[config.mk]
export PLATFORM = sky130hd
export DESIGN_NAME = keypad_scan
export DESIGN_NICKNAME = d
export VERILOG_FILES = /design/src/rtl/kp_pkg.sv /design/src/rtl/kp_sync.sv /design/src/rtl/kp_prienc.sv /design/src/rtl/kp_timer.sv /design/src/rtl/keypad_scan.sv
export SDC_FILE = /design/constraint.sdc
export NUM_CORES = 1
export LEC_CHECK = 0
export ABC_AREA = 1
export BUFFER_PORTS_ARGS = -buffer_cell sky130_fd_sc_hd__buf_4
export CELL_PAD_IN_SITES_DETAIL_PLACEMENT = 1
export CELL_PAD_IN_SITES_GLOBAL_PLACEMENT = 1
export CORE_MARGIN = 1
export CORE_UTILIZATION = 46
export CTS_BUF_LIST = sky130_fd_sc_hd__clkbuf_4
export CTS_CLUSTER_SIZE = 12
export DETAILED_ROUTE_END_ITERATION = 8
export PLACE_DENSITY_LB_ADDON = 0.1
export SLEW_MARGIN = 20
export SYNTH_ARGS = -nofsm -noshare
export SYNTH_HDL_FRONTEND = slang
export SYNTH_SLANG_ARGS = --single-unit
[constraint.sdc]
create_clock -name clk -period 1.8 [get_ports clk]
set_clock_uncertainty 0.05 [all_clocks]
set_input_delay 0 -clock clk [delete_from_list [all_inputs] [get_ports clk]]
set_output_delay 0 -clock clk [all_outputs]
set_load 0.02 [all_outputs]
[src/rtl/kp_pkg.sv]
package kp_pkg;
   typedef enum logic [1:0] {
      KP_WAIT = 2'd0,
      KP_HUNT = 2'd1,
      KP_HOLD = 2'd2
   } kp_state_e;
endpackage

[src/rtl/kp_sync.sv]
module kp_sync #(
   parameter int WIDTH  = 4,
   parameter int STAGES = 2
) (
   input  logic             clk,
   input  logic             rst_n,
   input  logic [WIDTH-1:0] d_i,
   output logic [WIDTH-1:0] q_o
);
   if (STAGES < 2) begin : g_bad_stages
      $error("kp_sync needs at least two stages");
   end

   logic [WIDTH-1:0] chain [STAGES];

   for (genvar s = 0; s < STAGES; s++) begin : g_stage
      always_ff @(posedge clk or negedge rst_n) begin
         if (!rst_n) chain[s] <= '1;
         else if (s == 0) chain[s] <= d_i;
         else chain[s] <= chain[(s == 0) ? 0 : s-1];
      end
   end

   assign q_o = chain[STAGES-1];
endmodule

[src/rtl/kp_prienc.sv]
module kp_prienc #(
   parameter int N  = 4,
   localparam int W = (N > 1) ? $clog2(N) : 1
) (
   input  logic [N-1:0] lines_n_i,
   output logic         any_o,
   output logic [W-1:0] idx_o
);
   always_comb begin
      any_o = 1'b0;
      idx_o = '0;
      for (int i = N-1; i >= 0; i--) begin
         if (!lines_n_i[i]) begin
            any_o = 1'b1;
            idx_o = W'(i);
         end
      end
   end
endmodule

[src/rtl/kp_timer.sv]
module kp_timer #(
   parameter int LOAD_VAL = 4,
   localparam int TW = $clog2(LOAD_VAL + 1)
) (
   input  logic clk,
   input  logic rst_n,
   input  logic load_i,
   output logic busy_o
);
   logic [TW-1:0] cnt;

   always_ff @(posedge clk or negedge rst_n) begin
      if (!rst_n)              cnt <= '0;
      else if (load_i)         cnt <= TW'(LOAD_VAL);
      else if (cnt != '0)      cnt <= cnt - 1'b1;
   end

   assign busy_o = (cnt != '0);
endmodule

[src/rtl/keypad_scan.sv]
module keypad_scan
   import kp_pkg::*;
#(
   parameter int ROWS        = 4,
   parameter int COLS        = 4,
   parameter int SETTLE_CYC  = 4,
   parameter int DEBOUNCE_N  = 4,
   parameter int SYNC_STAGES = 2,
   localparam int RW     = $clog2(ROWS),
   localparam int CW     = $clog2(COLS),
   localparam int CODE_W = RW + CW
) (
   input  logic              clk,
   input  logic              rst_n,
   input  logic [COLS-1:0]   cols_i,
   output logic [ROWS-1:0]   rows_o,
   output logic [CODE_W-1:0] code_o,
   output logic              valid_o
);
   localparam int HW = $clog2(DEBOUNCE_N + 1);

   if (ROWS < 2 || COLS < 2) begin : g_bad_dims
      $error("keypad_scan needs at least two rows and two columns");
   end
   if (SETTLE_CYC < SYNC_STAGES) begin : g_bad_settle
      $error("SETTLE_CYC must cover the synchronizer latency");
   end
   if (DEBOUNCE_N < 1) begin : g_bad_deb
      $error("DEBOUNCE_N must be at least 1");
   end

   logic [COLS-1:0] cols_s;
   logic            col_any;
   logic [CW-1:0]   col_idx;
   logic            settle_busy;
   logic            load;
   logic            emit;

   kp_state_e       st, st_n;
   logic [RW-1:0]   row, row_n;
   logic [HW-1:0]   hit, hit_n;
   logic [CW-1:0]   cand, cand_n;

   kp_sync #(.WIDTH(COLS), .STAGES(SYNC_STAGES)) u_sync (
      .clk(clk), .rst_n(rst_n), .d_i(cols_i), .q_o(cols_s)
   );

   kp_prienc #(.N(COLS)) u_enc (
      .lines_n_i(cols_s), .any_o(col_any), .idx_o(col_idx)
   );

   kp_timer #(.LOAD_VAL(SETTLE_CYC)) u_settle (
      .clk(clk), .rst_n(rst_n), .load_i(load), .busy_o(settle_busy)
   );

   always_comb begin
      st_n   = st;
      row_n  = row;
      hit_n  = hit;
      cand_n = cand;
      load   = 1'b0;
      emit   = 1'b0;
      unique case (st)
         KP_WAIT: begin
            if (!settle_busy && col_any) begin
               st_n  = KP_HUNT;
               row_n = '0;
               hit_n = '0;
               load  = 1'b1;
            end
         end
         KP_HUNT: begin
            if (!settle_busy) begin
               if (col_any) begin
                  if (hit != '0 && cand == col_idx) hit_n = hit + 1'b1;
                  else                              hit_n = HW'(1);
                  cand_n = col_idx;
                  if (hit_n == HW'(DEBOUNCE_N)) begin
                     emit  = 1'b1;
                     st_n  = KP_HOLD;
                     hit_n = '0;
                     load  = 1'b1;
                  end
               end else begin
                  hit_n = '0;
                  load  = 1'b1;
                  if (row == RW'(ROWS-1)) st_n  = KP_WAIT;
                  else                    row_n = row + 1'b1;
               end
            end
         end
         KP_HOLD: begin
            if (!settle_busy && !col_any) st_n = KP_WAIT;
         end
         default: st_n = KP_WAIT;
      endcase
   end

   always_ff @(posedge clk or negedge rst_n) begin
      if (!rst_n) begin
         st      <= KP_WAIT;
         row     <= '0;
         hit     <= '0;
         cand    <= '0;
         code_o  <= '0;
         valid_o <= 1'b0;
      end else begin
         st      <= st_n;
         row     <= row_n;
         hit     <= hit_n;
         cand    <= cand_n;
         valid_o <= emit;
         if (emit) code_o <= {row, col_idx};
      end
   end

   assign rows_o = (st == KP_HUNT) ? ~(ROWS'(1) << row) : '0;

   // row drive is either all low or a single low row
   assert_row_shape_R3: assert property (@(posedge clk) disable iff (!rst_n)
      (rows_o == '0) || ($countones(~rows_o) == 1));

   // every change of the row drive opens a settle window
   assert_settle_after_row_change_R6: assert property (@(posedge clk) disable iff (!rst_n)
      !$stable(rows_o) |-> settle_busy);

   // strobe lasts one cycle
   assert_single_strobe_R4: assert property (@(posedge clk) disable iff (!rst_n)
      valid_o |=> !valid_o);

   // after a report the rows are all low
   assert_rows_low_after_code_R8: assert property (@(posedge clk) disable iff (!rst_n)
      valid_o |-> (rows_o == '0));
endmodule

# After elaboration in Yosys (flattened, before gate mapping)
# Index checks and enable logic that the tools add are counted.
dict set report totals {
  regBits 25
  in_bits 6
  word_cells 81
}
dict set report classes {
  n_addsub 3
  n_eq_ne 12
  shifts 1
  mux 40
  bitwise 2
  n_reduce_logical 14
}
# operator n
set op_table {}
lappend op_table {{two-way mux 3 bit} 10}
lappend op_table {{two-way mux 2 bit} 14}
lappend op_table {{two-way mux 1 bit} 11}
lappend op_table {{!= test 2 bit (second input constant)} 5}
lappend op_table {{AND reduction 5 bit} 2}
lappend op_table {{!= test 3 bit (second input constant)} 2}
lappend op_table {{case mux 2 bit (3 select lines)} 1}
lappend op_table {{case mux 3 bit (2 select lines)} 1}
lappend op_table {{AND reduction 3 bit} 2}
lappend op_table {{nonzero test 3 bit} 2}
lappend op_table {{== test 2 bit (second input constant)} 2}
lappend op_table {{two-way mux 4 bit} 1}
lappend op_table {{NOT 4 bit} 1}
lappend op_table {{case mux 2 bit (2 select lines)} 1}
lappend op_table {{nonzero test 2 bit} 2}
lappend op_table {{<< shifter 1 x 2 -> 4 bit (first input constant)} 1}
lappend op_table {{adder 3 x 1 -> 3 bit (second input constant)} 1}
lappend op_table {{== test 3 bit (second input constant)} 1}
lappend op_table {{logical AND 1 bit} 3}
lappend op_table {{subtractor 3 x 1 -> 3 bit (second input constant)} 1}
lappend op_table {{adder 2 x 1 -> 2 bit (second input constant)} 1}
lappend op_table {{== test 2 x 1 -> 1 bit (second input constant)} 1}
lappend op_table {{== test 2 bit} 1}
lappend op_table {{zero test 1 bit} 2}
lappend op_table {{other kinds (3)} 3}

# Depth between registers and ports, before layout
# Gate-level depths: netlist (run 1).
dict set report depth {
  ltp_word 16
  depth_mapped 13
}

# Cells and area by module
# Synthesis (run 1) repeated with hierarchy kept, for this count alone.
dict set report hier_totals {
  hier_cells 142
  hier_area_um2 1260.0
}
# module n_inst cells_per_inst area_each_um2 seq_area_each_um2
set by_module_without_submodules {}
lappend by_module_without_submodules {keypad_scan 1 99 809.5 350.3}
lappend by_module_without_submodules {kp_sync 1 12 240.2 210.2}
lappend by_module_without_submodules {kp_timer 1 22 173.9 75.1}
lappend by_module_without_submodules {kp_prienc 1 9 36.3 0.0}

# Worst setup path before layout (run 1)
# Ideal clock, no wire load.
dict set report synth_path {
  path_type {flip-flop to flip-flop}
  start {register u_settle.cnt[0]}
  end {register row[1]}
  setup_ns 0.083
  arrival_ns 1.460
  required_time_ns 1.667
  path_slack_ns 0.207
  stages_incl_launch_ff 11
  path_buffers 0
  synth_period_minus_slack_ns 1.593
  cell_sequence {dfrtp_1 > inv_1 > ha_1 > nand2_4 > inv_1 > nand3_2 > nand2_2 > inv_1 > a211oi_1 > nand3_1 > o21ai_0}
}
dict set report synth_between {
  elab_chain_cells 5
  word_cells_on_any_way 6
  cone_classes {eq/ne (2); reduce/logical (4)}
}
# item line_no
set synth_rtl {}
lappend synth_rtl {{from (decl)} kp_timer.sv:10} ;# logic [TW-1:0] cnt;
lappend synth_rtl {{from (signal assigned)} kp_timer.sv:14} ;# else if (load_i) cnt <= TW'(LOAD_VAL);
lappend synth_rtl {{from (signal assigned)} kp_timer.sv:15} ;# else if (cnt != '0) cnt <= cnt - 1'b1;
lappend synth_rtl {{nonzero test 3 bit (*)} kp_timer.sv:18} ;# assign busy_o = (cnt != '0);
lappend synth_rtl {{zero test 1 bit} keypad_scan.sv:65} ;# if (!settle_busy && col_any) begin
lappend synth_rtl {{logical AND 1 bit} keypad_scan.sv:65}
lappend synth_rtl {{!= test 2 bit (no source line)} n/a}
lappend synth_rtl {{AND reduction 5 bit (no source line) (*)} n/a}
lappend synth_rtl {{to (signal assigned)} keypad_scan.sv:109} ;# row <= row_n;
lappend synth_rtl {{to (decl)} keypad_scan.sv:40} ;# logic [RW-1:0] row, row_n;
# Mark *: on every way between the ends. The rest lies on a longest branch, timed or not.
# A chain may end at the register's enable or synchronous reset.

# Worst setup path after layout (run 1)
dict set report layout_path {
  start {register u_sync.chain, in the netlist u_sync.q_o[1]}
  end {register code_o[0]}
}
dict set report layout_between {
  elab_chain_cells 13
  word_cells_on_any_way 15
  cone_classes {eq/ne (2); mux (12); reduce/logical (1)}
}
# item line_no
set layout_rtl {}
lappend layout_rtl {{from (decl)} kp_sync.sv:14} ;# logic [WIDTH-1:0] chain [STAGES];
lappend layout_rtl {{from (signal, indexed assignment)} kp_sync.sv:19} ;# else if (s == 0) chain[s] <= d_i;
lappend layout_rtl {{from (signal, indexed assignment)} kp_sync.sv:20} ;# else chain[s] <= chain[(s == 0) ? 0 : s-1];
lappend layout_rtl {{two-way mux 2 bit (2 in a row)} kp_prienc.sv:13} ;# if (!lines_n_i[i]) begin
lappend layout_rtl {{== test 2 bit} keypad_scan.sv:75} ;# if (hit != '0 && cand == col_idx) hit_n = hit + 1'b1;
lappend layout_rtl {{logical AND 1 bit} keypad_scan.sv:75}
lappend layout_rtl {{two-way mux 3 bit} keypad_scan.sv:75}
lappend layout_rtl {{two-way mux 3 bit} keypad_scan.sv:74} ;# if (col_any) begin
lappend layout_rtl {{two-way mux 3 bit} keypad_scan.sv:73} ;# if (!settle_busy) begin
lappend layout_rtl {{two-way mux 3 bit} keypad_scan.sv:63} ;# unique case (st)
lappend layout_rtl {{== test 3 bit} keypad_scan.sv:78} ;# if (hit_n == HW'(DEBOUNCE_N)) begin
lappend layout_rtl {{two-way mux 1 bit} keypad_scan.sv:78}
lappend layout_rtl {{two-way mux 1 bit} keypad_scan.sv:74}
lappend layout_rtl {{two-way mux 1 bit} keypad_scan.sv:73}
lappend layout_rtl {{two-way mux 1 bit} keypad_scan.sv:63}
lappend layout_rtl {{to (signal assigned)} keypad_scan.sv:113} ;# if (emit) code_o <= {row, col_idx};
lappend layout_rtl {{to (decl)} keypad_scan.sv:17} ;# output logic [CODE_W-1:0] code_o,
# Parallel ways exist; a longest one is shown, timed or not. The select of a mux whose other input is x is not followed.

==> metrics.md, run 1 <==
| Metric | Value |
|---|---|
| GR Overflow Total | `0` |
| Setup CP Type | `reg2reg` |
| Area grow syn2layout | `28.5%` |
| Place WS | `-0.0589 ns` |
| Number of synthesized flops with an enable pin | `0` |
| Post-route setup TNS | `0 ns` |
| Synthesized instance count | `130` |
| Critical Path Start | `u_sync.q_o[1]$_DFF_PN1_` |
| Synth area leaders | `dfrtp_1, dfstp_2, ha_1` |
| Drt total wl | `3110 microns` |
| Top cell type's share of synthesized area | `34.2%` |
| WP data required | `2.01 ns` |
| Min setup slack post-route | `0.0465 ns` |
| First-pass GRT wire length | `4670 microns` |
| Nets | `176` |
| Peak supply drop | `854 uV` |
| Share of cells above drive strength 1 | `46.6%` |
| Core ar. | `0.00252 sq mm` |
| First drt pass iteration count | `4` |
| HPWL Detailed | `2030 microns` |
| Setup Viol. Count Final | `0` |
| Slew Limit Fails | `0` |
| Initial Utilization | `49.3%` |
| Rows | `18` |
| Number of global-route vias before repair | `1018` |
| CTS Buf Count | `3` |
| RR Startpoint | `u_sync.q_o[1]$_DFF_PN1_` |
| Die area | `0.00292 sq mm` |
| Most numerous cell in the Yosys netlist | `nand2_1` |
| Clk slew on worst S/H paths | `0.16 ns` |
| Clk_lat worst skew | `0.35 ns` |
| Avg Cell Area, Syn | `9.57 sq um` |
| Post-Syn Area | `0.00124 sq mm` |
| Final Hold Fails | `0` |
| Slew @ Worst Pin | `0.323 ns` |
| Unrepaired setup endpoints after global routing | `yes` |
| GP Congestion | `0.768` |
| Diodes inserted | `0` |
| Max Fclk | `0.570 GHz` |
| M2 GR Usage | `39.9%` |
| Worst min-delay path category | `in2async` |
| Syn_nets | `144` |
| Fill cells | `287` |
| Met1 Usage GRT | `28.0%` |
| Status | `complete, no violations` |
| Synth Register Bits | `25` |
| Post-synth top cells | `nand2_1, dfrtp_1, inv_1` |
| Asr flop ratio synth | `100%` |
| Startpoint Class | `flop` |
| DR iter-0 viols | `10` |
| Tmin final | `1.75 ns` |
| Top_reg_cell synth | `dfrtp_1` |
| Final std cells w/o fill | `191` |
| I/O Buffers | `14` |
| Remaining antenna violation count | `0` |
| Tcrit/Tclk final | `97.4%` |
| Sequential-to-total area share from yosys stat | `51.1%` |
| CTS tree | `yes` |
| Yosys warnings | `0` |
| Lkg Pwr | `0.000759 uW` |
| Max-slew headroom | `78.3%` |
| DRC Markers | `0` |
| Critical path capture point type | `flop` |
| Pwr Density | `1280 mW/mm^2` |
| Critical Path AT | `1.97 ns` |
| Largest net degree at the start of global routing | `26` |
| Via Count | `1000` |
| Crit Path Max Fanout | `8` |
| Max cap viols | `0` |
| Sinks on Clock Net | `25` |
| H-tree Lvls | `1` |
| Most used routing layer | `met2` |
| Power, Total | `2040 uW` |
| Die height | `54.0 microns` |
| GR Util met3 | `4.24%` |
| Inst Count DP | `175` |
| Wirelength per Cell | `16.3 microns` |
| Vias per cell | `5.24` |
| IO Pins | `15` |
| CTS max path bufs | `2` |
| Root Driver | `clkbuf_4` |
| GRT Total Usage | `22.9%` |
| Die X | `54.0 microns` |
| Largest area contributor in the netlist | `dfrtp_1` |
| Initial antenna violation count | `0` |
| Post-synth cell types | `25` |
==> per-stage QoR <==
step	instance area, sq um	util (%)	hold slack (ns)
after global placement	1390	55.3	-0.136
after CTS	1480	58.7	0.0312
after floorplan	1240	-	-0.346
final	1600	63.3	0.0196
after detailed placement	1390	55.3	-0.129
after global routing	1600	63.3	0.0388
==> kinds of logic after synthesis <==
kind of cell / share of synthesized area [%]
simple gates: 25.5
fa+ha+maj: 8.05
xor+xnor: 2.11
buf+inv: 6.44
flops: 51.1
compound gates: 6.84
==> critical path, stage by stage (launching register included) <==
cell	delay, ns
dfstp_2	0.58
nand2_2	0.07
inv_2	0.07
nand2_2	0.06
nand2_2	0.06
nand3_2	0.09
nor2_4	0.12
nand2_2	0.09
nor2_4	0.14
nand3_4	0.15
nor2_1	0.12
nor2_1	0.05
==> layout make-up <==
class	count	area [sq um]	area share (%)
Clock buffer	3	22.5	1.41
Clock inverter	1	8.76	0.548
Inverter	21	83.8	5.25
Multi-Input combinational cell	84	594	37.2
Sequential cell	25	636	39.8
Tap cell	30	37.5	2.35
Timing Repair Buffer	27	215	13.5
==> metal layers <==
layer / part of all wire, % / vias up
li1: - / 474
met1: 42 / 505
met2: 54 / 16
met3: 2.4 / 5
met4: 1.4 / 0
met5: 0 / -
==> repair_timing <==
action / in CTS / in global routing
resized for setup: 1 / 23
endpoints found under the hold margin: 29 / 0
hold buffers: 5 / 0
pin swaps: 0 / 11
setup endpoints to repair: 2 / 11
setup buffers: 0 / 7
==> flip-flops by register name (all words and copies together), names as in the netlist <==
register      flops
code_o            4
u_sync.chain      4
u_sync.q_o        4
hit               3
u_settle.cnt      3
cand              2
row               2
st                2
valid_o           1
==> path summary, 6_finish.rpt <==
check / cells past startpoint / endpoint / slack, ns
worst max-delay path: 11 / code_o[0]$_DFFE_PN0P_ / 0.05
worst min-delay path: 2 / code_o[0]$_DFFE_PN0P_ / 0.02
worst max register to register: 11 / code_o[0]$_DFFE_PN0P_ / 0.05
worst min register to register: 0 / u_sync.q_o[0]$_DFF_PN1_ / 0.32
max in group asynchronous: 2 / u_sync.q_o[2]$_DFF_PN1_ / 1.38
min in group clk: 2 / u_sync.chain[5]$_DFF_PN1_ / 0.24
==> layout by cell type, fill, tap and decap left out, drive strengths merged, types with 2 or more instances in the layout <==
master / n
dfstp: 8
o22ai: 2
buf: 22
dlygate4sd3: 5
nor2: 17
o21ai: 9
xnor2: 2
nand2: 29
dfrtp: 17
inv: 22
clkbuf: 3
nand3: 10
ha: 8
==> power by group <==
part | internal [uW] | switching [uW] | total (uW)
Clock | 91.1 | 199 | 290
Sequential | 680 | 93.0 | 773
Combinational | 378 | 600 | 977
Total | 1150 | 892 | 2040
No activity file was read; power rests on OpenSTA's default activity.
==> inputs of run 2 (changes only) <==
--- a/config.mk
+++ b/config.mk
@@ -10,12 +10,13 @@
 export CELL_PAD_IN_SITES_DETAIL_PLACEMENT = 1
 export CELL_PAD_IN_SITES_GLOBAL_PLACEMENT = 1
 export CORE_MARGIN = 1
-export CORE_UTILIZATION = 46
+export CORE_UTILIZATION = 45
 export CTS_BUF_LIST = sky130_fd_sc_hd__clkbuf_4
 export CTS_CLUSTER_SIZE = 12
 export DETAILED_ROUTE_END_ITERATION = 8
-export PLACE_DENSITY_LB_ADDON = 0.1
+export PLACE_DENSITY = 0.79
 export SLEW_MARGIN = 20
 export SYNTH_ARGS = -nofsm -noshare
 export SYNTH_HDL_FRONTEND = slang
+export SYNTH_HIERARCHICAL = 1
 export SYNTH_SLANG_ARGS = --single-unit
==> run 2 against run 1 <==
  * The run now ends with negative setup slack left
  * Synthesized cell count up 9.2%
  * Clock power down 7%
  * Final area up 8.5%
  * Register-to-register slack worse by 0.09 ns
  * Critical path depth up 2
  * First-iteration DRC count down 10%
  * Routed wire length up 12%
  * Power up 7.7%
  * Critical path type unchanged
  * Critical endpoint is now code_o[2]$_DFFE_PN0P_
  * Largest cell class unchanged
  * Largest power group unchanged
  * Highest routed layer unchanged
==> metrics.md, run 2 <==
| Metric | Value |
|---|---|
| Remaining antenna violation count | `0 (unchanged)` |
| Largest area contributor in the netlist | `dfrtp_1 (unchanged)` |
| Critical register-to-register path endpoint | `code_o[2]$_DFFE_PN0P_ (was code_o[0]$_DFFE_PN0P_)` |
| RR Startpoint | `u_sync/q_o[3]$_DFF_PN1_ (was u_sync.q_o[1]$_DFF_PN1_)` |
| Critical path capture point type | `flop (unchanged)` |
| WP data required | `1.99 ns (was 2.01 ns)` |
| Post-synth cell types | `24 (was 25)` |
| Critical Path AT | `2.04 ns (was 1.97 ns)` |
| Area grow syn2layout | `37.6% (was 28.5%)` |
| GR Overflow Total | `0 (unchanged)` |
| Nets | `195 (was 176)` |
| Met1 Usage GRT | `25.0% (was 28.0%)` |
| Clk_lat worst skew | `0.34 ns (was 0.35 ns)` |
| Crit Path Max Fanout | `7 (was 8)` |
| Status | `complete, but fails checks (was complete, no violations)` |
| Final Hold Fails | `0 (unchanged)` |
| Root Driver | `clkbuf_4 (unchanged)` |
| Via Count | `1090 (was 1000)` |
| Slew @ Worst Pin | `0.333 ns (was 0.323 ns)` |
| Sequential-to-total area share from yosys stat | `50.4% (was 51.1%)` |
| FF-to-FF path depth | `13 (was 11)` |
| Rows | `18 (unchanged)` |
| Synth area leaders | `dfrtp_1, dfstp_2, nand2_1 (was dfrtp_1, dfstp_2, ha_1)` |
| Min setup slack post-route | `-0.0479 ns (was 0.0465 ns)` |
| Synth Register Bits | `25 (unchanged)` |
| Commonest non-fill, non-tap cell in the layout | `buf_4 (unchanged)` |
| Max-slew headroom | `77.7% (was 78.3%)` |
| Number of global-route vias before repair | `1076 (was 1018)` |
| Peak supply drop | `1090 uV (was 854 uV)` |
| Power, Total | `2200 uW (was 2040 uW)` |
| Share of cells above drive strength 1 | `48.3% (was 46.6%)` |
| Wirelength per Cell | `16.5 microns (was 16.3 microns)` |
| DR iter-0 viols | `9 (was 10)` |
| R2r setup slk | `-0.05 ns (was 0.05 ns)` |
| IO Pins | `15 (unchanged)` |
| Unrepaired setup endpoints after global routing | `yes (unchanged)` |
| DRC Markers | `0 (unchanged)` |
| GP Congestion | `0.779 (was 0.768)` |
| Drt total wl | `3480 microns (was 3110 microns)` |
| Setup Viol. Count Final | `6 (was 0)` |
| GRT Total Usage | `23.4% (was 22.9%)` |
| Sinks on Clock Net | `25 (unchanged)` |
| CTS tree | `yes (unchanged)` |
| Initial Utilization | `49.1% (was 49.3%)` |
| Lkg Pwr | `0.000859 uW (was 0.000759 uW)` |
| Post-synth top cells | `nand2_1, inv_1, dfrtp_1 (was nand2_1, dfrtp_1, inv_1)` |
| Diodes inserted | `0 (unchanged)` |
| Most frequent cells in the layout | `buf_4, nand2_1, dfrtp_1 (was buf_4, dfrtp_1, nand2_2)` |
| Vias per cell | `5.19 (was 5.24)` |
| Clk slew on worst S/H paths | `0.15 ns (was 0.16 ns)` |
| Worst min-delay path category | `in2async (unchanged)` |
| Syn_nets | `156 (was 144)` |
| Startpoint Class | `flop (unchanged)` |
| Post-route setup TNS | `-0.187 ns (was 0 ns)` |
| Top cell type's share of synthesized area | `33.8% (was 34.2%)` |
| Core ar. | `0.00257 sq mm (was 0.00252 sq mm)` |
| Yosys warnings | `6 (was 0)` |
| Top_reg_cell synth | `dfrtp_1 (unchanged)` |
| Number of synthesized flops with an enable pin | `0 (unchanged)` |
| Slew Limit Fails | `0 (unchanged)` |
| Initial antenna violation count | `0 (unchanged)` |
| Fill cells | `280 (was 287)` |
| Die height | `54.9 microns (was 54.0 microns)` |
| Synthesized instance count | `142 (was 130)` |
| Die area | `0.00302 sq mm (was 0.00292 sq mm)` |
| CTS Buf Count | `3 (unchanged)` |
| Most used routing layer | `met2 (unchanged)` |
| I/O Buffers | `14 (unchanged)` |
| Setup CP Type | `reg2reg (unchanged)` |
| H-tree Lvls | `1 (unchanged)` |
| Post-Syn Area | `0.00126 sq mm (was 0.00124 sq mm)` |
| Max cap viols | `0 (unchanged)` |
| Largest net degree at the start of global routing | `26 (unchanged)` |
| Tmin final | `1.85 ns (was 1.75 ns)` |
| Post-layout util | `67.5% (was 63.3%)` |
| Tcrit/Tclk final | `103% (was 97.4%)` |
| Avg Cell Area, Syn | `8.87 sq um (was 9.57 sq um)` |
| Asr flop ratio synth | `100% (unchanged)` |
| Failing checks | `negative setup slack` |
| First-pass GRT wire length | `4810 microns (was 4670 microns)` |
| Max Fclk | `0.541 GHz (was 0.570 GHz)` |
| HPWL Detailed | `2180 microns (was 2030 microns)` |
| CTS max path bufs | `2 (unchanged)` |
| Most numerous cell in the Yosys netlist | `nand2_1 (unchanged)` |
| Die X | `54.9 microns (was 54.0 microns)` |
| GR Util met3 | `5.19% (was 4.24%)` |
| Pwr Density | `1270 mW/mm^2 (was 1280 mW/mm^2)` |
| First drt pass iteration count | `4 (unchanged)` |
| M2 GR Usage | `45.0% (was 39.9%)` |
-- run 2: how the worst max path moves through the flow --
stage,start,endpoint,slack (ns),cells after the start
2_1_floorplan,u_sync/q_o[2]$_DFF_PN1_,u_settle/cnt[0]$_DFFE_PN0P_,0.001,14
3_3_place_gp,u_sync/q_o[2]$_DFF_PN1_,u_settle/cnt[0]$_DFFE_PN0P_,-0.004,13
3_5_place_dp,u_sync/q_o[2]$_DFF_PN1_,code_o[2]$_DFFE_PN0P_,-0.13,12
5_1_grt,u_sync/q_o[0]$_DFF_PN1_,code_o[0]$_DFFE_PN0P_,-0.14,12
6_report,u_sync/q_o[3]$_DFF_PN1_,code_o[2]$_DFFE_PN0P_,-0.05,13
4_1_cts,u_sync/q_o[2]$_DFF_PN1_,code_o[2]$_DFFE_PN0P_,-0.03,13
-- run 2: final cells by class --
class	instances	area, sq um	share of cell area, %
flip-flops and latches	25	636	36.7
well taps	30	37.5	2.16
inverters	26	105	6.06
multi-input cells	87	617	35.6
repair buffers	38	309	17.8
clock buffers	3	22.5	1.30
clock inverters	1	7.51	0.433
-- run 2: what timing repair did --
action                                  CTS  global route
resized for setup                        18            26
endpoints found under the setup margin   10            16
buffers inserted                          5             2
pin swaps                                13             9
endpoints found under the hold margin    29             0
hold buffers                              5             0
-- run 2: metal layers --
| layer | part of all wire (%) | up-vias |
|---|---|---|
| met5 | 0 | - |
| met4 | 2.3 | 0 |
| li1 | - | 519 |
| met1 | 42 | 535 |
| met2 | 52 | 23 |
| met3 | 3.5 | 13 |
-- run 2: logic make-up (layout without fill, tap and decap cells) --
logic type	Yosys count	after routing	synth area share (%)
adders and majority gates	8	8	7.94
buffers and inverters	30	68	10.3
DFF	25	25	50.4
AOI/OAI and AO/OA	16	16	7.25
and+or+nand+nor	62	62	23.3
xor gates and xnor gates	1	1	0.695
-- run 2: worst max-delay path, stage by stage, from the launching register on --
cell and delay, ns:
dfstp_2 0.58, nand2_2 0.07, inv_4 0.08, nor2_4 0.04, buf_6 0.11, nand2_4 0.05, nand3_4 0.08, nor2_4 0.12
nand4_4 0.11, buf_6 0.15, nor2_4 0.11, inv_4 0.08, nand2_2 0.06, o21ai_1 0.05
-- run 2: report_power, final --
group	internal, uW	switching, uW
clock network	85.4	185
logic	442	685
registers	688	112
total	1220	982
-- run 2: per-stage QoR --
step	instances	hold WS, ns	setup WS (ns)	instance area [sq um]
global route	210	0.0792	-0.141	1730
detailed placement	194	-0.129	-0.126	1460
floorplan	142	-0.346	0.00108	1260
finish	210	0.0321	-0.0479	1730
CTS	208	0.0297	-0.0288	1630
global placement	194	-0.132	-0.00383	1460
==> inputs of run 3 (changes only) <==
--- a/config.mk
+++ b/config.mk
@@ -5,16 +5,15 @@
 export SDC_FILE = /design/constraint.sdc
 export NUM_CORES = 1
 export LEC_CHECK = 0
-export ABC_AREA = 1
 export BUFFER_PORTS_ARGS = -buffer_cell sky130_fd_sc_hd__buf_4
 export CELL_PAD_IN_SITES_DETAIL_PLACEMENT = 1
 export CELL_PAD_IN_SITES_GLOBAL_PLACEMENT = 1
 export CORE_MARGIN = 1
-export CORE_UTILIZATION = 45
+export CORE_UTILIZATION = 47
 export CTS_BUF_LIST = sky130_fd_sc_hd__clkbuf_4
 export CTS_CLUSTER_SIZE = 12
 export DETAILED_ROUTE_END_ITERATION = 8
-export PLACE_DENSITY = 0.79
+export PLACE_DENSITY = 0.78
 export SLEW_MARGIN = 20
 export SYNTH_ARGS = -nofsm -noshare
 export SYNTH_HDL_FRONTEND = slang
==> run 3 against run 2 <==
  * The flow still finishes with violations (negative setup slack)
  * Power rose by 17%
  * Count of clock-buffer cells in the layout is 1 higher
  * Global-route usage is 4.8 points higher
  * Worst hold slack improved by 0.013 ns
  * Sequential power rose by 3.9%
  * Routed wire length grew 15%
  * Critical path type unchanged
  * Largest cell class is now multi-input gates
  * Highest routed layer unchanged
==> metrics.md, run 3 <==
| Metric | Value |
|---|---|
| Max Fclk | `0.486 GHz (was 0.541 GHz)` |
| Fill cells | `239 (was 280)` |
| Diodes inserted | `0 (unchanged)` |
| Most numerous cell in the Yosys netlist | `dfrtp_1 (was nand2_1)` |
| GR Overflow Total | `0 (unchanged)` |
| IO Pins | `15 (unchanged)` |
| Rows | `18 (unchanged)` |
| Lkg Pwr | `0.000862 uW (was 0.000859 uW)` |
| CTS Buf Count | `3 (unchanged)` |
| Post-synth cell types | `38 (was 24)` |
| Post-synth top cells | `dfrtp_1, dfstp_2, ha_1, inv_1, nor2_1 (was nand2_1, inv_1, dfrtp_1)` |
| Initial Utilization | `50.1% (was 49.1%)` |
| Pwr Density | `1430 mW/mm^2 (was 1270 mW/mm^2)` |
| DRC Markers | `0 (unchanged)` |
| Slew Limit Fails | `0 (unchanged)` |
| Via Count | `1002 (was 1090)` |
| Max cap viols | `0 (unchanged)` |
| Die area | `0.00287 sq mm (was 0.00302 sq mm)` |
| H-tree Lvls | `1 (unchanged)` |
| Register area | `636 sq um (unchanged)` |
| Critical Path AT | `2.23 ns (was 2.04 ns)` |
| Drt total wl | `3990 microns (was 3480 microns)` |
| Hold Slack | `0.0451 ns (was 0.0321 ns)` |
| Peak supply drop | `1120 uV (was 1090 uV)` |
| Clk_lat worst skew | `0.33 ns (was 0.34 ns)` |
| GP Congestion | `0.777 (was 0.779)` |
| Setup Viol. Count Final | `14 (was 6)` |
| Core ar. | `0.00250 sq mm (was 0.00257 sq mm)` |
| Number of synthesized flops with an enable pin | `0 (unchanged)` |
| Nets | `165 (was 195)` |
| Top_reg_cell synth | `dfrtp_1 (unchanged)` |
| Die X | `53.6 microns (was 54.9 microns)` |
| Initial antenna violation count | `0 (unchanged)` |
| Clk slew on worst S/H paths | `0.15 ns (about the same)` |
| Worst min-delay path category | `in2async (unchanged)` |
| Largest net degree at the start of global routing | `26 (unchanged)` |
| Max-slew headroom | `70.4% (was 77.7%)` |
| WP data required | `1.97 ns (was 1.99 ns)` |
| Unrepaired setup endpoints after global routing | `yes (unchanged)` |
| Post-Syn Area | `0.00125 sq mm (was 0.00126 sq mm)` |
| Largest area contributor in the netlist | `dfrtp_1 (unchanged)` |
| Synthesized instance count | `107 (was 142)` |
| Failing checks | `negative setup slack (unchanged)` |
| Final Hold Fails | `0 (unchanged)` |
| Min setup slack post-route | `-0.256 ns (was -0.0479 ns)` |
| DR iter-0 viols | `20 (was 9)` |
| Post-route setup TNS | `-1.99 ns (was -0.187 ns)` |
| Asr flop ratio synth | `100% (unchanged)` |
| First drt pass iteration count | `4 (unchanged)` |
| Crit Path Max Fanout | `3 (was 7)` |
| Critical path capture point type | `flop (unchanged)` |
| Commonest non-fill, non-tap cell in the layout | `buf_4 (unchanged)` |
| Synth area leaders | `dfrtp_1, dfstp_2, ha_1 (was dfrtp_1, dfstp_2, nand2_1)` |
| Root Driver | `clkbuf_4 (unchanged)` |
| Syn_nets | `121 (was 156)` |
| Yosys warnings | `6 (unchanged)` |
| Remaining antenna violation count | `0 (unchanged)` |
| Slew @ Worst Pin | `0.444 ns (was 0.333 ns)` |
| HPWL Detailed | `2100 microns (was 2180 microns)` |
| Top cell type's share of synthesized area | `34.0% (was 33.8%)` |
| CTS tree | `yes (unchanged)` |
| First-pass GRT wire length | `5420 microns (was 4810 microns)` |
| Footprint of the multi-input gates | `703 sq um (was 617 sq um)` |
| CTS max path bufs | `2 (unchanged)` |
| GRT Total Usage | `28.2% (was 23.4%)` |
| Tcrit/Tclk final | `114% (was 103%)` |
| I/O Buffers | `14 (unchanged)` |
| Startpoint Class | `flop (unchanged)` |
| Die height | `53.6 microns (was 54.9 microns)` |
| Place WS | `-0.212 ns (was -0.126 ns)` |
| Share of cells above drive strength 1 | `55.3% (was 48.3%)` |
| Status | `complete, but fails checks (unchanged)` |
| Wirelength per Cell | `22.2 microns (was 16.5 microns)` |
| Most frequent cells in the layout | `buf_4, dfrtp_1, dfstp_2 (was buf_4, nand2_1, dfrtp_1)` |
| Avg Cell Area, Syn | `11.7 sq um (was 8.87 sq um)` |
| Tmin final | `2.06 ns (was 1.85 ns)` |
| Sinks on Clock Net | `25 (unchanged)` |
| Synth Register Bits | `25 (unchanged)` |
| Number of global-route vias before repair | `1029 (was 1076)` |
| Area grow syn2layout | `44.0% (was 37.6%)` |
| Vias per cell | `5.57 (was 5.19)` |
| Setup CP Type | `reg2reg (unchanged)` |
| Sequential-to-total area share from yosys stat | `50.8% (was 50.4%)` |
[run 3: cell types whose count changed after synthesis, sizes merged, moves of 4 or more]
cell    before  now
nand2b       0    4
nor2        17    8
inv         26    8
nand2       32    7
mux2         0    7
o21ai       10    5
nand3        8    2
[run 3: cell type report]
class / instances / area share (%)
Tap cell: 30 / 2.08
Inverter: 8 / 1.67
Clock buffer: 4 / 1.67
Timing Repair Buffer: 44 / 20.3
Sequential cell: 25 / 35.3
Multi-Input combinational cell: 69 / 39.0
[run 3: what timing repair did]
action                                 CTS  global route
endpoints found under the hold margin   29             0
pin swaps                                4             4
hold buffers                             5             0
resized for setup                       17            18
setup endpoints to repair               12            17
buffers inserted                         6             7
[run 3: final timing paths]
kind                                                     to  cells past startpoint                       from  slack [ns]
worst min register to register      u_sync/q_o[3]$_DFF_PN1_                      0  u_sync/chain[7]$_DFF_PN1_        0.32
worst max-delay path            u_settle/cnt[0]$_DFFE_PN0P_                      8    u_sync/q_o[2]$_DFF_PN1_       -0.26
worst min-delay path                  code_o[0]$_DFFE_PN0P_                      2                      rst_n        0.05
min in group clk                  u_sync/chain[5]$_DFF_PN1_                      2                  cols_i[1]        0.28
max in group asynchronous         u_sync/chain[6]$_DFF_PN1_                      2                      rst_n        1.35
worst max register to register  u_settle/cnt[0]$_DFFE_PN0P_                      8    u_sync/q_o[2]$_DFF_PN1_       -0.26
[run 3: per-layer routing]
layer  GRT usage [%]  part of all wire [%]
met1            35.0                    45
met2            50.0                    52
met3            2.82                   2.3
met4            11.0                   1.0
met5               0                     0
[run 3: power breakdown]
group / internal (uW) / switching [uW] / leakage [uW]
sequential: 684 / 146 / 0.000308
clock: 102 / 180 / 0.0000184
combinational: 751 / 710 / 0.000536
total: 1540 / 1040 / 0.000862
[run 3: critical path: stages, from the launching register on]
cell and delay (ns):
dfstp_2 0.58, nand2b_1 0.08, a21boi_2 0.23, xor2_2 0.13
nor3_4 0.15, nand2_2 0.10, a31oi_4 0.17, and2b_1 0.20
mux2_2 0.26
[run 3: per-stage QoR]
step                total power [uW]  instances  area (sq um)  utilization, %
detailed placement              1800        161          1490            59.5
CTS                             2290        175          1690            67.5
global route                    2680        180          1800            72.1
global placement                1730        161          1490            59.5
finish                          2570        180          1800            72.1
floorplan                       1400        107          1270               -
[run 3: kinds of logic after synthesis]
logic type      count (synthesis)  synth area share (%)
compound gates                 19                  10.6
xor+xnor                        2                  1.40
fa+ha+maj                       8                  8.00
buf+inv                        13                  5.20
flops                          25                  50.8
mux                             8                  8.30
simple gates                   32                  15.7
